### src/rtl/crc_range_pkg.sv
package crc_range_pkg;
  typedef enum logic [1:0] {
    REG_CTRL = 2'd0,
    REG_CNT  = 2'd1,
    REG_TRIG = 2'd2,
    REG_CRCH = 2'd3
  } reg_sel_e;

  localparam logic [15:0] CRC_POLY = 16'h1021;
  localparam logic [15:0] CRC_SEED = 16'hFFFF;
endpackage

### src/rtl/crc_range_regs.sv
module crc_range_regs
  import crc_range_pkg::*;
#(
  parameter int SECT_W = 6,
  parameter int CRC_W  = 16
) (
  input  logic              clk_i,
  input  logic              rst_ni,
  input  logic              reg_wr_i,
  input  logic [1:0]        reg_addr_i,
  input  logic [7:0]        reg_wdata_i,
  output logic [7:0]        reg_rdata_o,
  input  logic              last_i,
  input  logic [CRC_W-1:0]  crc_i,
  output logic              launch_o,
  output logic [SECT_W-1:0] first_o,
  output logic [SECT_W-1:0] extra_o,
  output logic              done_o
);
  logic              arm_q;
  logic              done_q;
  logic [SECT_W-1:0] first_q;
  logic [SECT_W-1:0] extra_q;
  logic              wr_ok;
  logic              unused_wdata;

  assign unused_wdata = ^reg_wdata_i;
  assign wr_ok    = reg_wr_i && done_q;   // busy lockout
  assign launch_o = wr_ok && arm_q && (reg_sel_e'(reg_addr_i) == REG_TRIG);

  always_ff @(posedge clk_i or negedge rst_ni) begin
    if (!rst_ni) begin
      arm_q   <= 1'b0;
      done_q  <= 1'b1;
      first_q <= '0;
      extra_q <= '0;
    end else begin
      if (wr_ok) begin
        case (reg_sel_e'(reg_addr_i))
          REG_CTRL: begin
            arm_q   <= reg_wdata_i[7];
            first_q <= reg_wdata_i[SECT_W-1:0];
          end
          REG_CNT:  extra_q <= reg_wdata_i[SECT_W-1:0];
          default:  ;
        endcase
      end
      if (launch_o)    done_q <= 1'b0;
      else if (last_i) done_q <= 1'b1;
    end
  end

  always_comb begin
    reg_rdata_o = '0;
    case (reg_sel_e'(reg_addr_i))
      REG_CTRL: begin
        reg_rdata_o[7]          = arm_q;
        reg_rdata_o[6]          = done_q;
        reg_rdata_o[SECT_W-1:0] = first_q;
      end
      REG_CNT:  reg_rdata_o[SECT_W-1:0] = extra_q;
      REG_TRIG: reg_rdata_o = crc_i[7:0];
      REG_CRCH: reg_rdata_o = crc_i[CRC_W-1:CRC_W-8];
      default:  reg_rdata_o = '0;
    endcase
  end

  assign first_o = first_q;
  assign extra_o = extra_q;
  assign done_o  = done_q;
endmodule

### src/rtl/crc_range_seq.sv
module crc_range_seq #(
  parameter int SECT_W = 6,
  parameter int OFS_W  = 10,
  parameter int BANK_W = 2,
  localparam int ADDR_W = SECT_W + OFS_W
) (
  input  logic              clk_i,
  input  logic              rst_ni,
  input  logic              launch_i,
  input  logic [SECT_W-1:0] first_i,
  input  logic [SECT_W-1:0] extra_i,
  input  logic [BANK_W-1:0] bank_sel_i,
  input  logic              mem_valid_i,
  output logic              mem_req_o,
  output logic [ADDR_W-1:0] mem_addr_o,
  output logic [BANK_W-1:0] mem_bank_o,
  output logic              take_o,
  output logic              last_o
);
  localparam logic [SECT_W-1:0] SECT_MAX = {SECT_W{1'b1}};

  logic              busy_q;
  logic [ADDR_W-1:0] addr_q;
  logic [SECT_W-1:0] end_q;
  logic [SECT_W:0]   sum;
  logic [SECT_W-1:0] end_sec;

  always_comb begin
    sum = {1'b0, first_i} + {1'b0, extra_i};
    if (first_i == '0 && extra_i == '0)  end_sec = SECT_MAX;   // whole space
    else if (sum > {1'b0, SECT_MAX})     end_sec = SECT_MAX;   // clamp, no wrap
    else                                 end_sec = sum[SECT_W-1:0];
  end

  assign take_o = busy_q && mem_valid_i;
  assign last_o = take_o && (addr_q == {end_q, {OFS_W{1'b1}}});

  always_ff @(posedge clk_i or negedge rst_ni) begin
    if (!rst_ni) begin
      busy_q <= 1'b0;
      addr_q <= '0;
      end_q  <= '0;
    end else if (launch_i) begin
      busy_q <= 1'b1;
      addr_q <= {first_i, {OFS_W{1'b0}}};
      end_q  <= end_sec;
    end else if (take_o) begin
      if (last_o) busy_q <= 1'b0;
      else        addr_q <= addr_q + 1'b1;
    end
  end

  assign mem_req_o  = busy_q;
  assign mem_addr_o = addr_q;
  assign mem_bank_o = addr_q[ADDR_W-1] ? bank_sel_i : '0;
endmodule

### src/rtl/crc_range_crc16.sv
module crc_range_crc16
  import crc_range_pkg::*;
#(
  parameter int               CRC_W = 16,
  parameter int               DW    = 8,
  parameter logic [CRC_W-1:0] POLY  = CRC_POLY,
  parameter logic [CRC_W-1:0] SEED  = CRC_SEED
) (
  input  logic             clk_i,
  input  logic             rst_ni,
  input  logic             seed_i,
  input  logic             take_i,
  input  logic [DW-1:0]    data_i,
  output logic [CRC_W-1:0] crc_o
);
  logic [CRC_W-1:0] crc_q;
  logic [CRC_W-1:0] stg [DW+1];

  assign stg[0] = crc_q ^ {data_i, {(CRC_W-DW){1'b0}}};

  for (genvar i = 0; i < DW; i++) begin : g_bit
    assign stg[i+1] = stg[i][CRC_W-1] ? ((stg[i] << 1) ^ POLY) : (stg[i] << 1);
  end

  always_ff @(posedge clk_i or negedge rst_ni) begin
    if (!rst_ni)     crc_q <= SEED;
    else if (seed_i) crc_q <= SEED;
    else if (take_i) crc_q <= stg[DW];
  end

  assign crc_o = crc_q;
endmodule

### src/rtl/crc_range_scan.sv
module crc_range_scan #(
  parameter int SECT_W = 6,
  parameter int OFS_W  = 10,
  parameter int BANK_W = 2,
  parameter int CRC_W  = 16,
  localparam int ADDR_W = SECT_W + OFS_W
) (
  input  logic              clk_i,
  input  logic              rst_ni,
  input  logic              reg_wr_i,
  input  logic [1:0]        reg_addr_i,
  input  logic [7:0]        reg_wdata_i,
  output logic [7:0]        reg_rdata_o,
  input  logic [BANK_W-1:0] bank_sel_i,
  output logic              mem_req_o,
  output logic [ADDR_W-1:0] mem_addr_o,
  output logic [BANK_W-1:0] mem_bank_o,
  input  logic              mem_valid_i,
  input  logic [7:0]        mem_data_i,
  output logic [CRC_W-1:0]  crc_o,
  output logic              done_o
);
  logic              launch;
  logic              take;
  logic              last;
  logic [SECT_W-1:0] first;
  logic [SECT_W-1:0] extra;

  crc_range_regs #(.SECT_W(SECT_W), .CRC_W(CRC_W)) i_regs (
    .clk_i       (clk_i),
    .rst_ni      (rst_ni),
    .reg_wr_i    (reg_wr_i),
    .reg_addr_i  (reg_addr_i),
    .reg_wdata_i (reg_wdata_i),
    .reg_rdata_o (reg_rdata_o),
    .last_i      (last),
    .crc_i       (crc_o),
    .launch_o    (launch),
    .first_o     (first),
    .extra_o     (extra),
    .done_o      (done_o)
  );

  crc_range_seq #(.SECT_W(SECT_W), .OFS_W(OFS_W), .BANK_W(BANK_W)) i_seq (
    .clk_i       (clk_i),
    .rst_ni      (rst_ni),
    .launch_i    (launch),
    .first_i     (first),
    .extra_i     (extra),
    .bank_sel_i  (bank_sel_i),
    .mem_valid_i (mem_valid_i),
    .mem_req_o   (mem_req_o),
    .mem_addr_o  (mem_addr_o),
    .mem_bank_o  (mem_bank_o),
    .take_o      (take),
    .last_o      (last)
  );

  crc_range_crc16 #(.CRC_W(CRC_W), .DW(8)) i_crc (
    .clk_i  (clk_i),
    .rst_ni (rst_ni),
    .seed_i (launch),
    .take_i (take),
    .data_i (mem_data_i),
    .crc_o  (crc_o)
  );
endmodule

### config.mk
export PLATFORM = sky130hd
export DESIGN_NAME = crc_range_scan
export DESIGN_NICKNAME = d
export VERILOG_FILES = /design/src/rtl/crc_range_pkg.sv /design/src/rtl/crc_range_regs.sv /design/src/rtl/crc_range_seq.sv /design/src/rtl/crc_range_crc16.sv /design/src/rtl/crc_range_scan.sv
export SDC_FILE = /design/constraint.sdc
export NUM_CORES = 1
export LEC_CHECK = 0
export BUFFER_PORTS_ARGS = -buffer_cell sky130_fd_sc_hd__buf_2
export CAP_MARGIN = 40
export CORE_MARGIN = 8
export CORE_UTILIZATION = 45
export CTS_CLUSTER_SIZE = 25
export DETAILED_ROUTE_END_ITERATION = 10
export GPL_TIMING_DRIVEN = 0
export PLACE_DENSITY = 0.67
export SLEW_MARGIN = 10
export SYNTH_ARGS = -nofsm -noshare
export SYNTH_HDL_FRONTEND = slang
export SYNTH_HIERARCHICAL = 1
export SYNTH_SLANG_ARGS = --single-unit
### constraint.sdc
create_clock -name clk_i -period 2.3 [get_ports clk_i]
set_input_delay 0.46 -clock clk_i [delete_from_list [all_inputs] [get_ports clk_i]]
set_output_delay 0.46 -clock clk_i [all_outputs]
set_load 0.1 [all_outputs]
==> impl.org <==
** Power and ir drop
- IR analysis of the VDD net gives a maximum drop of 0.2134 mV.
- Dividing total power by cell area gives a power density of 422.4 mW/mm2.
- Leakage Power :: 1.968 nW

** Clocking
- Post-cts hold buffer count :: 0
- Clock-pin slew was measured on the worst setup and hold paths at 0.10 ns.
- The clock reaches the later pin of the worst-skew pair after 0.31 ns.
- Number of buffers inserted during clock tree synthesis :: 5
- Number of buffers between clock root and the deepest sink :: 2
- The tree built by TritonCTS fans out to 53 sinks.
- Clock tree from TritonCTS :: yes
- Buffer type at the clock tree root :: sky130_fd_sc_hd__clkbuf_8
- H-tree depth :: 2

** Routing
- In the routed layout, each cell is associated on average with a via count of 5.519.
- After detailed routing, the average wire length per cell comes to 17.79 um.
- The routed design has 8326 um of wire.
- In this run, the number of DRC markers left after iteration 0 of detailed routing was 98.
- DRC violation count after routing :: 0
- Routed via count :: 2583
- The detail route stage leaves a number of antenna-violating nets equal to 0.
- The first detailed-routing pass took 5 iterations.

** Layout
- Filler-free cell count of the finished design :: 468
- The repair_antennas step left the layout with diodes totalling 0.
- Syn-to-layout area delta :: 18.06%
- Fraction of final layout cells with drive strength greater than 1 :: 0.3631
- Fin util :: 0.5486
- Final #Nets :: 400

** Setup path
- Of all nets on the critical path, the largest fanout is 6.
- In this run the critical register-to-register path is captured at i_seq/end_q[5].
- The worst register-to-register path begins at i_regs/first_o[0].
- STA classifies the critical path endpoint as an output pin.
- For the worst flop-to-flop path, the logic depth is 8.
- The setup path with the least slack is of type flop to output pin.
- Setup slack on the worst reg-to-reg path comes out at 0.17 ns.
- STA classifies the critical path startpoint as a flop.
- Data on the critical path is required at its endpoint by 1.84 ns.
- Arrival time worst endpoint :: 1.70 ns

** Synth
- For this run, asynchronously set or reset flops after synthesis account for 1.000.
- For this run, the leading register cell type out of synthesis is sky130_fd_sc_hd__dfrtp_1.
- Unique masters post-synth :: 62
- Synthesis produced a netlist whose cell count is 293.
- sky130_fd_sc_hd__dfrtp_1 takes more of the synthesized area than any other cell.
- Number of synthesized flops with an enable pin :: 0
- Synth top area cells :: sky130_fd_sc_hd__dfrtp_1 (27%), sky130_fd_sc_hd__dfstp_2 (13%), sky130_fd_sc_hd__xnor3_1 (5.3%)
- During synthesis, Yosys emitted a total of 6 warnings.
- Counting every net in the synthesized netlist gives 325.
- A synthesized cell averages 11.56 um2.
- For this run, the register share of the synthesized area comes to 0.3977.
- The share of synthesized area in the top cell type comes to 0.2659.
- Post-synthesis sequential element count :: 53
- The cell area that synthesis handed to floorplanning was 0.003388 mm2.

** Timing
- For the pin with the worst max-slew slack, the measured transition is 0.5288 ns.
- The hold violation count in the final report is 0.
- The number of slew-limit violations in the final report is 0.
- The worst pin sits at a relative slew slack of 0.6462.
- Clock Skews :: 0.009430 ns
- Final critical-path share of the clock period :: 0.9398
- Derived from the worst setup path, the maximum achievable clock frequency is 462.6 MHz.
- Setup repair after global routing left no endpoint under its margin.
- Setup violation total in the final timing report :: 0
- Final critical path time including I/O delays and setup :: 2.161 ns

** Global routing
- Entering global routing, the biggest net connects 35 pins.
- First-pass GRT wire length :: 13520 um
- Antenna violations before repair :: 0
- The number of global-route vias before repair came to 2605.
- For met2 alone, demand over resource in global routing was 0.2697.
- Met1 Usage GRT :: 0.2162
- GR Util All Layers :: 0.1642
- The global routing stage identified its most utilized layer as met2.
- Leftover overflow at the end of global routing :: 0
- GR Layer Usage met3 :: 0.02633

** Run
- The tool flagged a number of max-cap violations equal to 0.

** Floorplan
- CORE AREA :: 0.007292 mm2
- Starting Density :: 0.4647
- Row count :: 31
- Floorplan die height :: 102.8 um
- I/O pin count :: 68
- Die Footprint :: 0.01056 mm2
- The die is 102.8 um wide.

** Placement
- Once placement completed, the tool counted placed cells totaling 459.
- Routability-driven placement finished with a final weighted congestion of 0.8680.
- After legalization and detailed placement, the total HPWL measured 6284 um.
- Count of buffers inserted at the top-level ports :: 66

** Outcome
- Outcome :: finished, final reports clean

** Min path
- The min-delay analysis places its worst path in the category input pin to async pin.
## cells in the final DEF, fill, tap and decap left out, drive strengths merged, types with 5 or more instances in the layout
master	netlist	routed
or3	6	6
ha	7	7
mux4	6	6
nor2	12	12
dfstp	17	17
nor2b	10	10
o22a	6	6
dfrtp	36	36
nand3	6	6
nand2	15	15
nor3	5	5
xor2	9	9
xnor3	8	8
o21ai	20	20
a21oi	19	19
clkbuf	6	13
mux2	14	14
inv	9	9
xnor2	22	22
a211o	8	8
buf	5	72
## critical path, cell delays in order (launching register included)
cell,delay [ns]
sky130_fd_sc_hd__dfstp_2,0.65
sky130_fd_sc_hd__mux2_2,0.19
sky130_fd_sc_hd__a22o_2,0.13
sky130_fd_sc_hd__buf_2,0.42
## cell families (layout without fill, tap and decap cells)
kind of cell | after synthesis | after routing | share of synthesized area
simple gates | 80 | 80 | 0.1473
compound gates | 70 | 70 | 0.1348
flops | 53 | 53 | 0.3977
xor+xnor | 40 | 40 | 0.1536
mux | 22 | 22 | 0.1056
buf+inv | 20 | 96 | 0.02917
fa+ha+maj | 8 | 8 | 0.03176
## synthesized netlist by cell type, types with 2 or more instances
library cell               instances
sky130_fd_sc_hd__dfrtp_1          36
sky130_fd_sc_hd__xnor2_1          20
sky130_fd_sc_hd__a21oi_1          19
sky130_fd_sc_hd__dfstp_2          17
sky130_fd_sc_hd__o21ai_0          16
sky130_fd_sc_hd__nand2_1          15
sky130_fd_sc_hd__nor2_1           12
sky130_fd_sc_hd__nor2b_1          10
sky130_fd_sc_hd__a211o_1           8
sky130_fd_sc_hd__inv_1             8
sky130_fd_sc_hd__xnor3_1           8
sky130_fd_sc_hd__ha_1              7
sky130_fd_sc_hd__mux2_2            7
sky130_fd_sc_hd__mux2_4            7
sky130_fd_sc_hd__xor2_1            7
sky130_fd_sc_hd__clkbuf_1          6
sky130_fd_sc_hd__o22a_1            6
sky130_fd_sc_hd__or3_1             6
sky130_fd_sc_hd__mux4_1            5
sky130_fd_sc_hd__nand3_1           5
sky130_fd_sc_hd__nor3_1            5
sky130_fd_sc_hd__and2_1            4
sky130_fd_sc_hd__o211ai_1          4
sky130_fd_sc_hd__o21ai_1           4
sky130_fd_sc_hd__and4_1            3
sky130_fd_sc_hd__buf_6             3
sky130_fd_sc_hd__nor4_1            3
sky130_fd_sc_hd__a311oi_1          2
sky130_fd_sc_hd__and3_4            2
sky130_fd_sc_hd__mux2i_1           2
sky130_fd_sc_hd__nand2b_1          2
sky130_fd_sc_hd__nand4_1           2
sky130_fd_sc_hd__nand4b_1          2
sky130_fd_sc_hd__xor2_2            2
## through the flow
stage          setup slack (ns)  power [mW]  TNS [ns]  hold slack, ns  area (um2)
5_1_grt                 0.03902       1.739         0          0.1370        4000
2_1_floorplan          0.003943       1.020         0          0.1644        3408
3_5_place_dp            -0.1071       1.077    -1.448          0.4523        3882
6_report                 0.1385       1.690         0         0.09964        4000
3_3_place_gp           -0.08833       1.071    -1.268          0.5088        3862
4_1_cts                  0.1190       1.715         0          0.1118        3996
## state kept, by name (all words and copies together) (netlist names)
| signal | flops |
|---|---|
| i_regs/extra_o | 6 |
| i_seq/mem_addr_o | 16 |
| i_seq/mem_req_o | 1 |
| i_regs/done_o | 1 |
| i_crc/crc_o | 16 |
| i_regs/first_o | 6 |
| i_seq/end_q | 6 |
| i_regs/arm_q | 1 |
## repair_timing
action	in CTS	in global routing
buffers inserted	1	0
gates cloned	0	0
pin swaps	1	0
endpoints found under the hold margin	0	0
gates resized for setup	0	4
setup endpoints to repair	1	8
## worst max path at each step
stage	from	endpoint	cells past startpoint
6_report	i_crc/crc_o[15]	reg_rdata_o[7]	3
5_1_grt	i_regs/first_o[0]	i_seq/end_q[5]	8
4_1_cts	i_regs/done_o	i_seq/mem_addr_o[10]	5
3_5_place_dp	reg_addr_i[0]	i_seq/mem_addr_o[10]	7
3_3_place_gp	reg_addr_i[0]	i_seq/mem_addr_o[11]	7
2_1_floorplan	i_crc/crc_o[12]	reg_rdata_o[4]	1
## per-layer routing
| layer | part of all wire | wire [um] |
|---|---|---|
| met3 | 0.053 | 445 |
| met1 | 0.46 | 3851 |
| met5 | 0 | 0 |
| met2 | 0.47 | 3911 |
| met4 | 0.014 | 117 |
## power by group
| group | total [mW] | internal (mW) | leakage, nW | switching (mW) |
|---|---|---|---|---|
| clock | 0.632 | 0.322 | 0.0528 | 0.310 |
| combinational | 0.125 | 0.0665 | 1.25 | 0.0588 |
| sequential | 0.933 | 0.933 | 0.667 | 0 |
| total | 1.69 | 1.32 | 1.97 | 0.368 |
## layout make-up
cell class | instances | area [um2]
buffer | 11 | 67.56
clock buffer | 6 | 72.57
clock inverter | 2 | 33.78
fill | 681 | 3292
inverter | 9 | 33.78
multi-input combinational | 220 | 1958
sequential | 53 | 1353
tap | 99 | 123.9
timing repair buffer | 68 | 357.8
Power figures use the tool's default switching activity.
